--- src/rtl/tat_pkg.sv ---
package tat_pkg;

  // Phase of the gating sequencer
  typedef enum logic {
    PH_IDLE = 1'b0,
    PH_GAP  = 1'b1
  } tat_phase_e;

endpackage

--- src/rtl/tat_history.sv ---
module tat_history #(
  parameter int BANK_W = 2
) (
  input  logic              clk,
  input  logic              rst_n,
  input  logic              capture_i,
  input  logic [BANK_W-1:0] bank_i,
  input  logic              write_i,
  output logic              valid_o,
  output logic [BANK_W-1:0] bank_o,
  output logic              write_o
);

  logic              valid_q, valid_d;
  logic [BANK_W-1:0] bank_q, bank_d;
  logic              write_q, write_d;

  always_comb begin
    valid_d = valid_q;
    bank_d  = bank_q;
    write_d = write_q;
    if (capture_i) begin
      valid_d = 1'b1;
      bank_d  = bank_i;
      write_d = write_i;
    end
  end

  always_ff @(posedge clk or negedge rst_n) begin
    if (!rst_n) begin
      valid_q <= 1'b0;
      bank_q  <= '0;
      write_q <= 1'b0;
    end else begin
      valid_q <= valid_d;
      bank_q  <= bank_d;
      write_q <= write_d;
    end
  end

  assign valid_o = valid_q;
  assign bank_o  = bank_q;
  assign write_o = write_q;


  hist_capture_chk: assert property (@(posedge clk) disable iff (!rst_n)
    capture_i |=> (valid_o && bank_o == $past(bank_i) && write_o == $past(write_i)));


  hist_hold_chk: assert property (@(posedge clk) disable iff (!rst_n)
    !capture_i |=> ($stable(bank_o) && $stable(write_o) && $stable(valid_o)));

endmodule

--- src/rtl/tat_decide.sv ---
module tat_decide #(
  parameter int BANK_W = 2
) (
  input  logic              prev_valid_i,
  input  logic [BANK_W-1:0] prev_bank_i,
  input  logic              prev_write_i,
  input  logic [BANK_W-1:0] bank_i,
  input  logic              write_i,
  output logic              need_gap_o
);

  logic bank_change;
  logic rd_to_wr;
  logic wr_to_other;

  always_comb begin
    bank_change = (bank_i != prev_bank_i);
    rd_to_wr    = !prev_write_i && write_i;
    wr_to_other = prev_write_i && bank_change;
    need_gap_o  = prev_valid_i && (rd_to_wr || wr_to_other);
  end

endmodule

--- src/rtl/tat_gap_counter.sv ---
module tat_gap_counter #(
  parameter int CNT_W = 5
) (
  input  logic             clk,
  input  logic             rst_n,
  input  logic             load_i,
  input  logic [CNT_W-1:0] load_val_i,
  input  logic             dec_i,
  output logic [CNT_W-1:0] cnt_o,
  output logic             zero_o
);

  logic [CNT_W-1:0] cnt_q, cnt_d;
  logic             cnt_en;

  always_comb begin
    cnt_en = load_i || (dec_i && (cnt_q != '0));
    cnt_d  = cnt_q;
    if (load_i) begin
      cnt_d = load_val_i;
    end else if (dec_i && (cnt_q != '0)) begin
      cnt_d = cnt_q - 1'b1;
    end
  end

  always_ff @(posedge clk or negedge rst_n) begin
    if (!rst_n) begin
      cnt_q <= '0;
    end else if (cnt_en) begin
      cnt_q <= cnt_d;
    end
  end

  assign cnt_o  = cnt_q;
  assign zero_o = (cnt_q == '0);


  cnt_step_chk: assert property (@(posedge clk) disable iff (!rst_n)
    (dec_i && !load_i && !zero_o) |=> (cnt_o == $past(cnt_o) - 1'b1));


  cnt_load_chk: assert property (@(posedge clk) disable iff (!rst_n)
    load_i |=> (cnt_o == $past(load_val_i)));

endmodule

--- src/rtl/mem_turnaround_gate.sv ---
module mem_turnaround_gate #(
  parameter int BANK_W = 2,
  parameter int CNT_W  = 5
) (
  input  logic              clk,
  input  logic              rst_n,
  input  logic              req_i,
  input  logic [BANK_W-1:0] req_bank_i,
  input  logic              req_write_i,
  input  logic [CNT_W-1:0]  gap_cfg_i,
  output logic              stall_o,
  output logic              go_o
);

  import tat_pkg::*;

  tat_phase_e        phase_q, phase_d;
  logic              prev_valid;
  logic [BANK_W-1:0] prev_bank;
  logic              prev_write;
  logic              need_gap;
  logic              cnt_load;
  logic              cnt_dec;
  logic [CNT_W-1:0]  cnt_val;
  logic              cnt_zero;
  logic              go_c;
  logic              stall_c;

  tat_history #(.BANK_W(BANK_W)) i_hist (
    .clk       (clk),
    .rst_n     (rst_n),
    .capture_i (go_c),
    .bank_i    (req_bank_i),
    .write_i   (req_write_i),
    .valid_o   (prev_valid),
    .bank_o    (prev_bank),
    .write_o   (prev_write)
  );

  tat_decide #(.BANK_W(BANK_W)) i_decide (
    .prev_valid_i (prev_valid),
    .prev_bank_i  (prev_bank),
    .prev_write_i (prev_write),
    .bank_i       (req_bank_i),
    .write_i      (req_write_i),
    .need_gap_o   (need_gap)
  );

  tat_gap_counter #(.CNT_W(CNT_W)) i_cnt (
    .clk        (clk),
    .rst_n      (rst_n),
    .load_i     (cnt_load),
    .load_val_i (gap_cfg_i),
    .dec_i      (cnt_dec),
    .cnt_o      (cnt_val),
    .zero_o     (cnt_zero)
  );

  // Next-state and output decode
  always_comb begin
    phase_d  = phase_q;
    go_c     = 1'b0;
    stall_c  = 1'b0;
    cnt_load = 1'b0;
    cnt_dec  = 1'b0;
    unique case (phase_q)
      PH_IDLE: begin
        if (req_i) begin
          if (need_gap) begin
            stall_c  = 1'b1;
            cnt_load = 1'b1;
            phase_d  = PH_GAP;
          end else begin
            go_c = 1'b1;
          end
        end
      end
      PH_GAP: begin
        if (!req_i) begin
          phase_d = PH_IDLE;
        end else if (cnt_zero) begin
          go_c    = 1'b1;
          phase_d = PH_IDLE;
        end else begin
          stall_c = 1'b1;
          cnt_dec = 1'b1;
        end
      end
      default: phase_d = PH_IDLE;
    endcase
  end

  always_ff @(posedge clk or negedge rst_n) begin
    if (!rst_n) begin
      phase_q <= PH_IDLE;
    end else begin
      phase_q <= phase_d;
    end
  end

  assign go_o    = go_c;
  assign stall_o = stall_c;


  go_stall_excl_chk: assert property (@(posedge clk) disable iff (!rst_n)
    !(go_o && stall_o));


  go_needs_req_chk: assert property (@(posedge clk) disable iff (!rst_n)
    go_o |-> req_i);


  first_access_free_chk: assert property (@(posedge clk) disable iff (!rst_n)
    (!prev_valid && phase_q == PH_IDLE && req_i) |-> (go_o && !stall_o));


  same_bank_after_write_chk: assert property (@(posedge clk) disable iff (!rst_n)
    (phase_q == PH_IDLE && req_i && prev_valid && prev_write && prev_bank == req_bank_i)
      |-> !stall_o);


  withdraw_idle_chk: assert property (@(posedge clk) disable iff (!rst_n)
    (phase_q == PH_GAP && !req_i) |=> (phase_q == PH_IDLE));

endmodule

--- config.mk ---
export PLATFORM = sky130hd
export DESIGN_NAME = mem_turnaround_gate
export DESIGN_NICKNAME = d
export VERILOG_FILES = /design/src/rtl/tat_pkg.sv /design/src/rtl/tat_history.sv /design/src/rtl/tat_decide.sv /design/src/rtl/tat_gap_counter.sv /design/src/rtl/mem_turnaround_gate.sv
export SDC_FILE = /design/constraint.sdc
export NUM_CORES = 1
export LEC_CHECK = 0
export ABC_AREA = 1
export BUFFER_PORTS_ARGS = -buffer_cell sky130_fd_sc_hd__buf_4
export CORE_AREA = 2 2 39 41
export DETAILED_ROUTE_END_ITERATION = 10
export DIE_AREA = 0 0 41 43
export PLACE_DENSITY = 0.68
export SETUP_SLACK_MARGIN = 0.05
export SYNTH_ARGS = -nofsm -noshare
export SYNTH_HDL_FRONTEND = slang
export SYNTH_SLANG_ARGS = --single-unit
--- constraint.sdc ---
create_clock -name clk -period 2.35 [get_ports clk]
set_input_delay 0.47 -clock clk [delete_from_list [all_inputs] [get_ports clk]]
set_output_delay 0.47 -clock clk [all_outputs]
set_load 0.05 [all_outputs]
* Word-level counts from Yosys, hierarchy flattened *
Cells that the tools add are included.

word-level totals
  register bits after elaboration = 10
  latch bits = 0
  bits in writable memories = 0
  ROM bits = 0
  bits of input ports = 11
  word-level logic and storage cells = 33
  memories = 0

operators by class
  add/sub/neg operators = 1
  $mul = 0
  div/mod/pow operators = 0
  magnitude comparators = 0
  equality and inequality tests = 1
  shifts and indexed selects = 0
  muxes and demuxes = 14
  bitwise operators = 1
  reduce and logical (&&, ||, !) cells = 11

operators with widths
  kind                   number
  $mux W1                10
  $mux W5                2
  $logic_not A5 Y1       1
  $reduce_bool A5 Y1     1
  $sub A5 B1 Y5 const B  1
  $logic_and A1 B1 Y1    4
  $pmux W1 S2            2
  $logic_or A1 B1 Y1     2
  $ne A2 B2 Y1           1
  $reduce_and A2 Y1      1
  $reduce_bool A2 Y1     1
  $logic_not A1 Y1       1
  $not A1 Y1             1

* Depth between registers and ports, before layout *
Gate-level depths: netlist (run 1).

  depth after elaboration = 9
  mapped depth = 9
  depth with buffers taken out = 9

* Cells and area by module *
Synthesis (run 1) repeated with hierarchy kept, for this count alone.

second synthesis, totals
  cells, all modules = 82
  area total of the unflattened synthesis = 598.1 µm²

by module, submodules not included
  module               instances  cells each  area each (µm²)
  tat_gap_counter      1          43          336.6
  tat_history          1          15          143.9
  mem_turnaround_gate  1          12          70.1
  tat_decide           1          12          47.5

* Worst setup path before layout (run 1) *
Ideal clock, no wire load.

  kind = in2out
  from = input req_bank_i[0]
  to = output go_o
  arrival = 1.207 ns
  required time = 1.880 ns
  setup slack = 0.673 ns
  stages = 7
  buffers on the path = 0
  cell sequence = inv_1 nand2_1 nand2_1 nand3_2 nand2_1 nand3_2 inv_2

on the way
  word-level cells in the longest chain between the ends = 7

RTL lines
  item                 RTL line                   source
  start, declared      mem_turnaround_gate.sv:8   input logic [BANK_W-1:0] req_bank_i,
  $ne A2 B2 Y1         tat_decide.sv:17           bank_change = (bank_i != prev_bank_i);
  $logic_and A1 B1 Y1  tat_decide.sv:19           wr_to_other = prev_write_i && bank_change;
  $logic_or A1 B1 Y1   tat_decide.sv:20           need_gap_o = prev_valid_i && (rd_to_wr || wr_to_other);
  $logic_and A1 B1 Y1  tat_decide.sv:20
  $mux W1              mem_turnaround_gate.sv:69  if (need_gap) begin
  $mux W1              mem_turnaround_gate.sv:68  if (req_i) begin
  $pmux W1 S2          mem_turnaround_gate.sv:66  unique case (phase_q)
  end, declared        mem_turnaround_gate.sv:12  output logic go_o

No other way between the ends.

* Worst setup path after layout (run 1) *
  from = register i_cnt.cnt_q[0], in the netlist i_cnt.cnt_o[0]
  to = output go_o

on the way
  word-level cells in the longest chain between the ends = 4

RTL lines
  item                    RTL line                   source
  start, declared         tat_gap_counter.sv:13      logic [CNT_W-1:0] cnt_q, cnt_d;
  start signal, assigned  tat_gap_counter.sv:30      cnt_q <= cnt_d;
  $logic_not A5 Y1        tat_gap_counter.sv:35      assign zero_o = (cnt_q == '0);
  $mux W1                 mem_turnaround_gate.sv:81  end else if (cnt_zero) begin
  $mux W1                 mem_turnaround_gate.sv:79  if (!req_i) begin
  $pmux W1 S2             mem_turnaround_gate.sv:66

No other way between the ends.

==> flow_summary_export.csv, run 1 <==
group,metric,value,unit
setup_path,timing.critical_path.buf_inv,3,
layout,areaGrowthSynthToFinish,21.99,%
floorplanning,ioPinCount,13,
sta,hold_viol,0,
yosys,yosysWarnings,0,
floorplanning,rows,14,
detailed_routing,remaining_drc_errors,0,
clock_network,insertion_delay,270,ps
global_routing,grt_pass1_vias,534,
power,power.leakage,0.4144,nW
yosys,syn_area_per_cell,7.445,um^2
yosys,synth_top_family_by_area,"simple AND/OR/NAND/NOR gates",
layout,antennaDiodeCount,0,
setup_path,start_kind,"flip-flop",
setup_path,cp_cell_sequence,"inv_1 > ha_1 > nand3b_1 > nand2_1 > nand3_2 > inv_2 > buf_4",
floorplanning,die_area,0.001763,mm^2
yosys,synth_cell_types,15,
yosys,synthCells,81,
min_path,hp-class,"primary input to async pin",
detailed_routing,ant_nets,0,
global_routing,grt_max_degree,11,
power,irDropWorstVdd,0.0005364,V
detailed_routing,wl_met3,74,um
global_routing,antenna_found_initial,0,
yosys,syn-num-nets,93,
yosys,synth-seq-cells,10,
yosys,synth_compound_area_share,1.660,%
clock_network,cts_root_buf,"clkbuf_4",
layout,fin_nets,110,
layout,final_common_cell,"nand2_1",
layout,drive_above_1_share,22.92,%
placed_design,gp_congestion,0.7998,
detailed_routing,wl_met1,553,um
placed_design,dpl.hpwl,915.1,um
floorplanning,fp.dieW,41,um
layout,final_cell_mix,"nand2_1, buf_4, inv_1",
setup_path,arrival,1610,ps
layout,fin_util,53.16,%
detailed_routing,wirelength,1195,um
yosys,yosysSeqAreaShare,41.49,%
yosys,synth_mux_area_share,0,%
clock_network,cts_tree,"built",
clock_network,max-clock-path-buffers,2,
sta,timing.setup.tns,0,ps
global_routing,track_usage,18.34,%
setup_path,slowest_delay,410,ps
setup_path,cp-end-kind,"primary output",
clock_network,cts_num_sinks,10,
clock_network,hold_buffers,0,
yosys,synth_xor_area_share,2.905,%
setup_path,crit_required,1880,ps
power,power.density,1275,mW/mm^2
sta,maxSlewViolCount,0,
flow_run,maxCapViolCount,0,
clock_network,post-cts-setup-buffers,0,
global_routing,grt.overflow.total,0,
detailed_routing,drtIter0Drc,13,
sta,fmax,0.4813,GHz
yosys,synthAdderAreaFrac,2.075,%
global_routing,grt_pass1_wl,2166,um
detailed_routing,routedWlPerCell,10.67,um
sta,setup_violations,0,
detailed_routing,vias_per_cell,4.884,
clock_network,cts_buffers,3,
sta,period_share,88.41,%
placed_design,port_buffers,12,
detailed_routing,topRoutingLayerUsed,"met4",
sta,relSlewSlack,79.78,%
sta,finClkSkew,5.187,ps
floorplanning,chipHeight,43,um
outcome,outcome,"finished, final reports clean",
sta,rsz0062_at_grt,"no",
floorplanning,start_util,43.58,%
floorplanning,core_area,0.001384,mm^2
setup_path,critical_path_class,"flip-flop to primary output",
sta,finalCriticalPeriod,2078,ps
clock_network,cts_resized,0,
clock_network,h-tree-depth,1,
detailed_routing,dr_total_vias,547,
yosys,syn_area,603.1,um^2
detailed_routing,firstDrtPassIters,4,
setup_path,cp_max_fo,7,
setup_path,crit_slowest_cell,"dfrtp_1",
yosys,synth_simple_gate_area_share,43.78,%
sta,max_slew.worst_pin.slew,302.3,ps
detailed_routing,wl_met2,526,um
clock_network,cts.clk_slew.worst_paths,70,ps
setup_path,critical-path-top-delay-family,"flip-flops",
## report_power, final
part,switching [mW],internal [mW],total [mW]
sequential,0.0690,0.250,0.319
clock,0.0582,0.0592,0.117
combinational,0.312,0.190,0.502
total,0.439,0.499,0.938
## flip-flops by register name, indices dropped and copies added (netlist names)
signal	flops
i_hist.bank_o	2
i_hist.write_o	1
i_cnt.cnt_o	5
phase_q	1
i_hist.valid_o	1
## per-layer routing
| metal | vias to the layer above | track usage [%] |
|---|---|---|
| li1 | 286 | - |
| met1 | 236 | 24.17 |
| met2 | 18 | 26.25 |
| met3 | 7 | 4.712 |
| met4 | 0 | 10.00 |
| met5 | - | 0 |
## cells by family after synthesis
logic type,Yosys count
AOI/OAI and AO/OA,2
xor gates and xnor gates,2
adders and majority gates,1
buffers and inverters,13
DFF,10
and+or+nand+nor,53
## cell type report
cell class	count	area, um^2
clock buffer	3	22.52
tap	16	20.02
inverter	13	48.80
multi-input combinational	58	304.0
timing repair buffer	12	90.09
sequential	10	250.2
fill	144	648.1
## final timing paths
| path | startpoint | to | slack (ps) | cells past startpoint |
|---|---|---|---|---|
| max in group asynchronous | rst_n | i_cnt.cnt_o[1]$_DFFE_PN0P_ | 2180 | 1 |
| min | rst_n | i_hist.valid_o$_DFFE_PN0P_ | 20 | 1 |
| max | i_cnt.cnt_o[0]$_DFFE_PN0P_ | go_o | 270 | 7 |
| min in group clk | req_write_i | i_hist.write_o$_DFFE_PN0P_ | 410 | 3 |
| max reg2reg | phase_q$_DFF_PN0_ | i_cnt.cnt_o[1]$_DFFE_PN0P_ | 950 | 6 |
| min reg2reg | i_hist.valid_o$_DFFE_PN0P_ | i_hist.valid_o$_DFFE_PN0P_ | 480 | 2 |
## cells in the mapped netlist
master | number | area (um^2)
o21ai_1 | 2 | 10.01
nor2_1 | 3 | 11.26
nor3_4 | 1 | 16.27
xnor2_1 | 1 | 8.760
dfrtp_1 | 10 | 250.2
nand3b_1 | 3 | 22.52
nand3_1 | 6 | 30.03
inv_1 | 11 | 41.29
nand2_4 | 1 | 11.26
nand2_1 | 33 | 123.9
nand3_2 | 3 | 30.03
ha_1 | 1 | 12.51
inv_2 | 2 | 7.510
nand4_1 | 3 | 18.77
xor2_1 | 1 | 8.760
## metrics by stage
stage | hold WS, ps | worst slack [ps] | power, mW | cells | area (um^2)
floorplan | 174.4 | 672.5 | 0.7054 | 81 | 603.1
global placement | 307.4 | 456.8 | 0.8045 | 109 | 713.2
detailed placement | 308.0 | 432.5 | 0.8232 | 109 | 713.2
CTS | 24.38 | 278.1 | 0.9460 | 112 | 735.7
global route | 20.78 | 163.7 | 1.032 | 112 | 735.7
finish | 20.76 | 272.3 | 0.9378 | 112 | 735.7
## worst reg2reg max path, cell delays in order (launching register included)
cell and delay (ps):
dfrtp_1 430, nor3_4 330, nand3_2 190, nand2_4 150
inv_2 70, nand2_1 60, nand2_1 50
No activity file was read; power rests on OpenSTA's default activity.
==> run 2, diff against run 1 <==
- MAX_ROUTING_LAYER: unset -> met4
- clock period: 2.35 -> 2.4 ns (I/O delays scaled with it)
==> flow_summary_export.csv, run 2 (synthesis results as in run 1) <==
group,metric,value,unit
outcome,outcome,"finished, final reports clean",
clock_network,hold_buffers,0,
global_routing,grt_max_degree,11,
clock_network,cts_num_sinks,10,
power,power.density,1248,mW/mm^2
clock_network,cts_resized,0,
floorplanning,fp.dieW,41,um
placed_design,dpl.cell_count,109,
placed_design,pre_cts_ws,462.5,ps
detailed_routing,wl_met3,74,um
sta,maxSlewViolCount,0,
sta,fmax,0.4790,GHz
clock_network,cts_tree,"built",
sta,setup_violations,0,
placed_design,port_buffers,12,
sta,period_share,86.99,%
placed_design,gp_congestion,0.8114,
layout,drive_above_1_share,22.92,%
layout,antennaDiodeCount,0,
sta,rsz0062_at_grt,"no",
clock_network,insertion_delay,270,ps
layout,fin_nets,110,
global_routing,grt_pass1_wl,2159,um
sta,final.setup.worst_slack,312.3,ps
setup_path,reg2reg_to,"i_cnt.cnt_o[1]$_DFFE_PN0P_",
global_routing,antenna_found_initial,0,
detailed_routing,wl_met2,526,um
setup_path,r2r_setup_slack,1000,ps
layout,final_common_cell,"nand2_1",
clock_network,cts_root_buf,"clkbuf_4",
setup_path,cp_max_fo,7,
setup_path,start_kind,"flip-flop",
placed_design,dpl.hpwl,915.1,um
detailed_routing,wl_met1,553,um
setup_path,cp-end-kind,"primary output",
layout,final_cell_mix,"nand2_1, buf_4, inv_1",
global_routing,track_usage,18.80,%
global_routing,grt.overflow.total,0,
floorplanning,rows,14,
flow_run,maxCapViolCount,0,
clock_network,max-clock-path-buffers,2,
sta,finalCriticalPeriod,2088,ps
detailed_routing,remaining_drc_errors,0,
detailed_routing,topRoutingLayerUsed,"met4",
floorplanning,die_area,0.001763,mm^2
power,power.leakage,0.4144,nW
layout,areaGrowthSynthToFinish,21.99,%
layout,largest_reg_flops,5,
floorplanning,ioPinCount,13,
setup_path,r2r_start,"phase_q$_DFF_PN0_",
setup_path,worstRegToRegCells,6,
setup_path,crit_required,1920,ps
detailed_routing,drtIter0Drc,13,
detailed_routing,wirelength,1195,um
sta,hold_viol,0,
clock_network,cts.clk_slew.worst_paths,70,ps
sta,max_slew.worst_pin.slew,302.3,ps
sta,relSlewSlack,79.78,%
clock_network,cts_buffers,3,
sta,finClkSkew,5.189,ps
setup_path,cp-endpoint,"go_o",
setup_path,arrival,1610,ps
detailed_routing,vias_per_cell,4.884,
detailed_routing,routedWlPerCell,10.67,um
clock_network,post-cts-setup-buffers,0,
floorplanning,chipHeight,43,um
global_routing,grt_pass1_vias,534,
detailed_routing,dr_total_vias,547,
layout,stdcell_count,112,
power,irDropWorstVdd,0.0005252,V
sta,hold_slack,30.76,ps
setup_path,cp-startpoint,"i_cnt.cnt_o[0]$_DFFE_PN0P_",
setup_path,critical_path_class,"flip-flop to primary output",
detailed_routing,ant_nets,0,
detailed_routing,firstDrtPassIters,4,
min_path,hp-class,"primary input to async pin",
floorplanning,core_area,0.001384,mm^2
sta,timing.setup.tns,0,ps
clock_network,h-tree-depth,1,
floorplanning,start_util,43.58,%
[run 2: cell counts in the layout (fill, tap and decap cells not counted)]
No cell type changed its count.
[run 2: area by class of cell]
class / instances / area, um^2
clock buffer: 3 / 22.52
fill: 144 / 648.1
inverter: 13 / 48.80
multi-input combinational: 58 / 304.0
sequential: 10 / 250.2
tap: 16 / 20.02
timing repair buffer: 12 / 90.09
[run 2: power breakdown]
| part | leakage [nW] | total (mW) | internal [mW] | switching (mW) |
|---|---|---|---|---|
| Combinational | 0.281 | 0.491 | 0.186 | 0.305 |
| Sequential | 0.120 | 0.312 | 0.244 | 0.0676 |
| Clock | 0.0138 | 0.115 | 0.0579 | 0.0570 |
| Total | 0.414 | 0.918 | 0.488 | 0.430 |
[run 2: worst max-delay path: stages (launching register included)]
cell and delay [ps]:
dfrtp_1 410, inv_1 70, ha_1 190, nand3b_1 130
nand2_1 90, nand3_2 160, inv_2 90, buf_4 190
[run 2: metal layers]
metal	global-route usage (%)	vias to the layer above
met5	-	-
met4	10.00	0
met3	4.712	7
met2	26.25	18
met1	24.17	236
li1	-	286
[run 2: worst min path at each step]
stage                     startpoint                    endpoint  slack (ps)  cells past startpoint
after floorplan                rst_n  i_cnt.cnt_o[0]$_DFFE_PN0P_         180                      0
after global placement         rst_n  i_cnt.cnt_o[2]$_DFFE_PN0P_         320                      1
after detailed placement       rst_n           phase_q$_DFF_PN0_         320                      1
after CTS                      rst_n  i_hist.valid_o$_DFFE_PN0P_          30                      1
after global routing           rst_n  i_cnt.cnt_o[2]$_DFFE_PN0P_          30                      1
final                          rst_n  i_hist.valid_o$_DFFE_PN0P_          30                      1
[run 2: stage by stage]
stage | utilization [%] | total power [mW] | cell area (um^2)
2_1_floorplan | - | 0.6907 | 603.1
3_3_place_gp | 51.54 | 0.7878 | 713.2
3_5_place_dp | 51.54 | 0.8060 | 713.2
4_1_cts | 53.16 | 0.9263 | 735.7
5_1_grt | 53.16 | 1.010 | 735.7
6_report | 53.16 | 0.9182 | 735.7
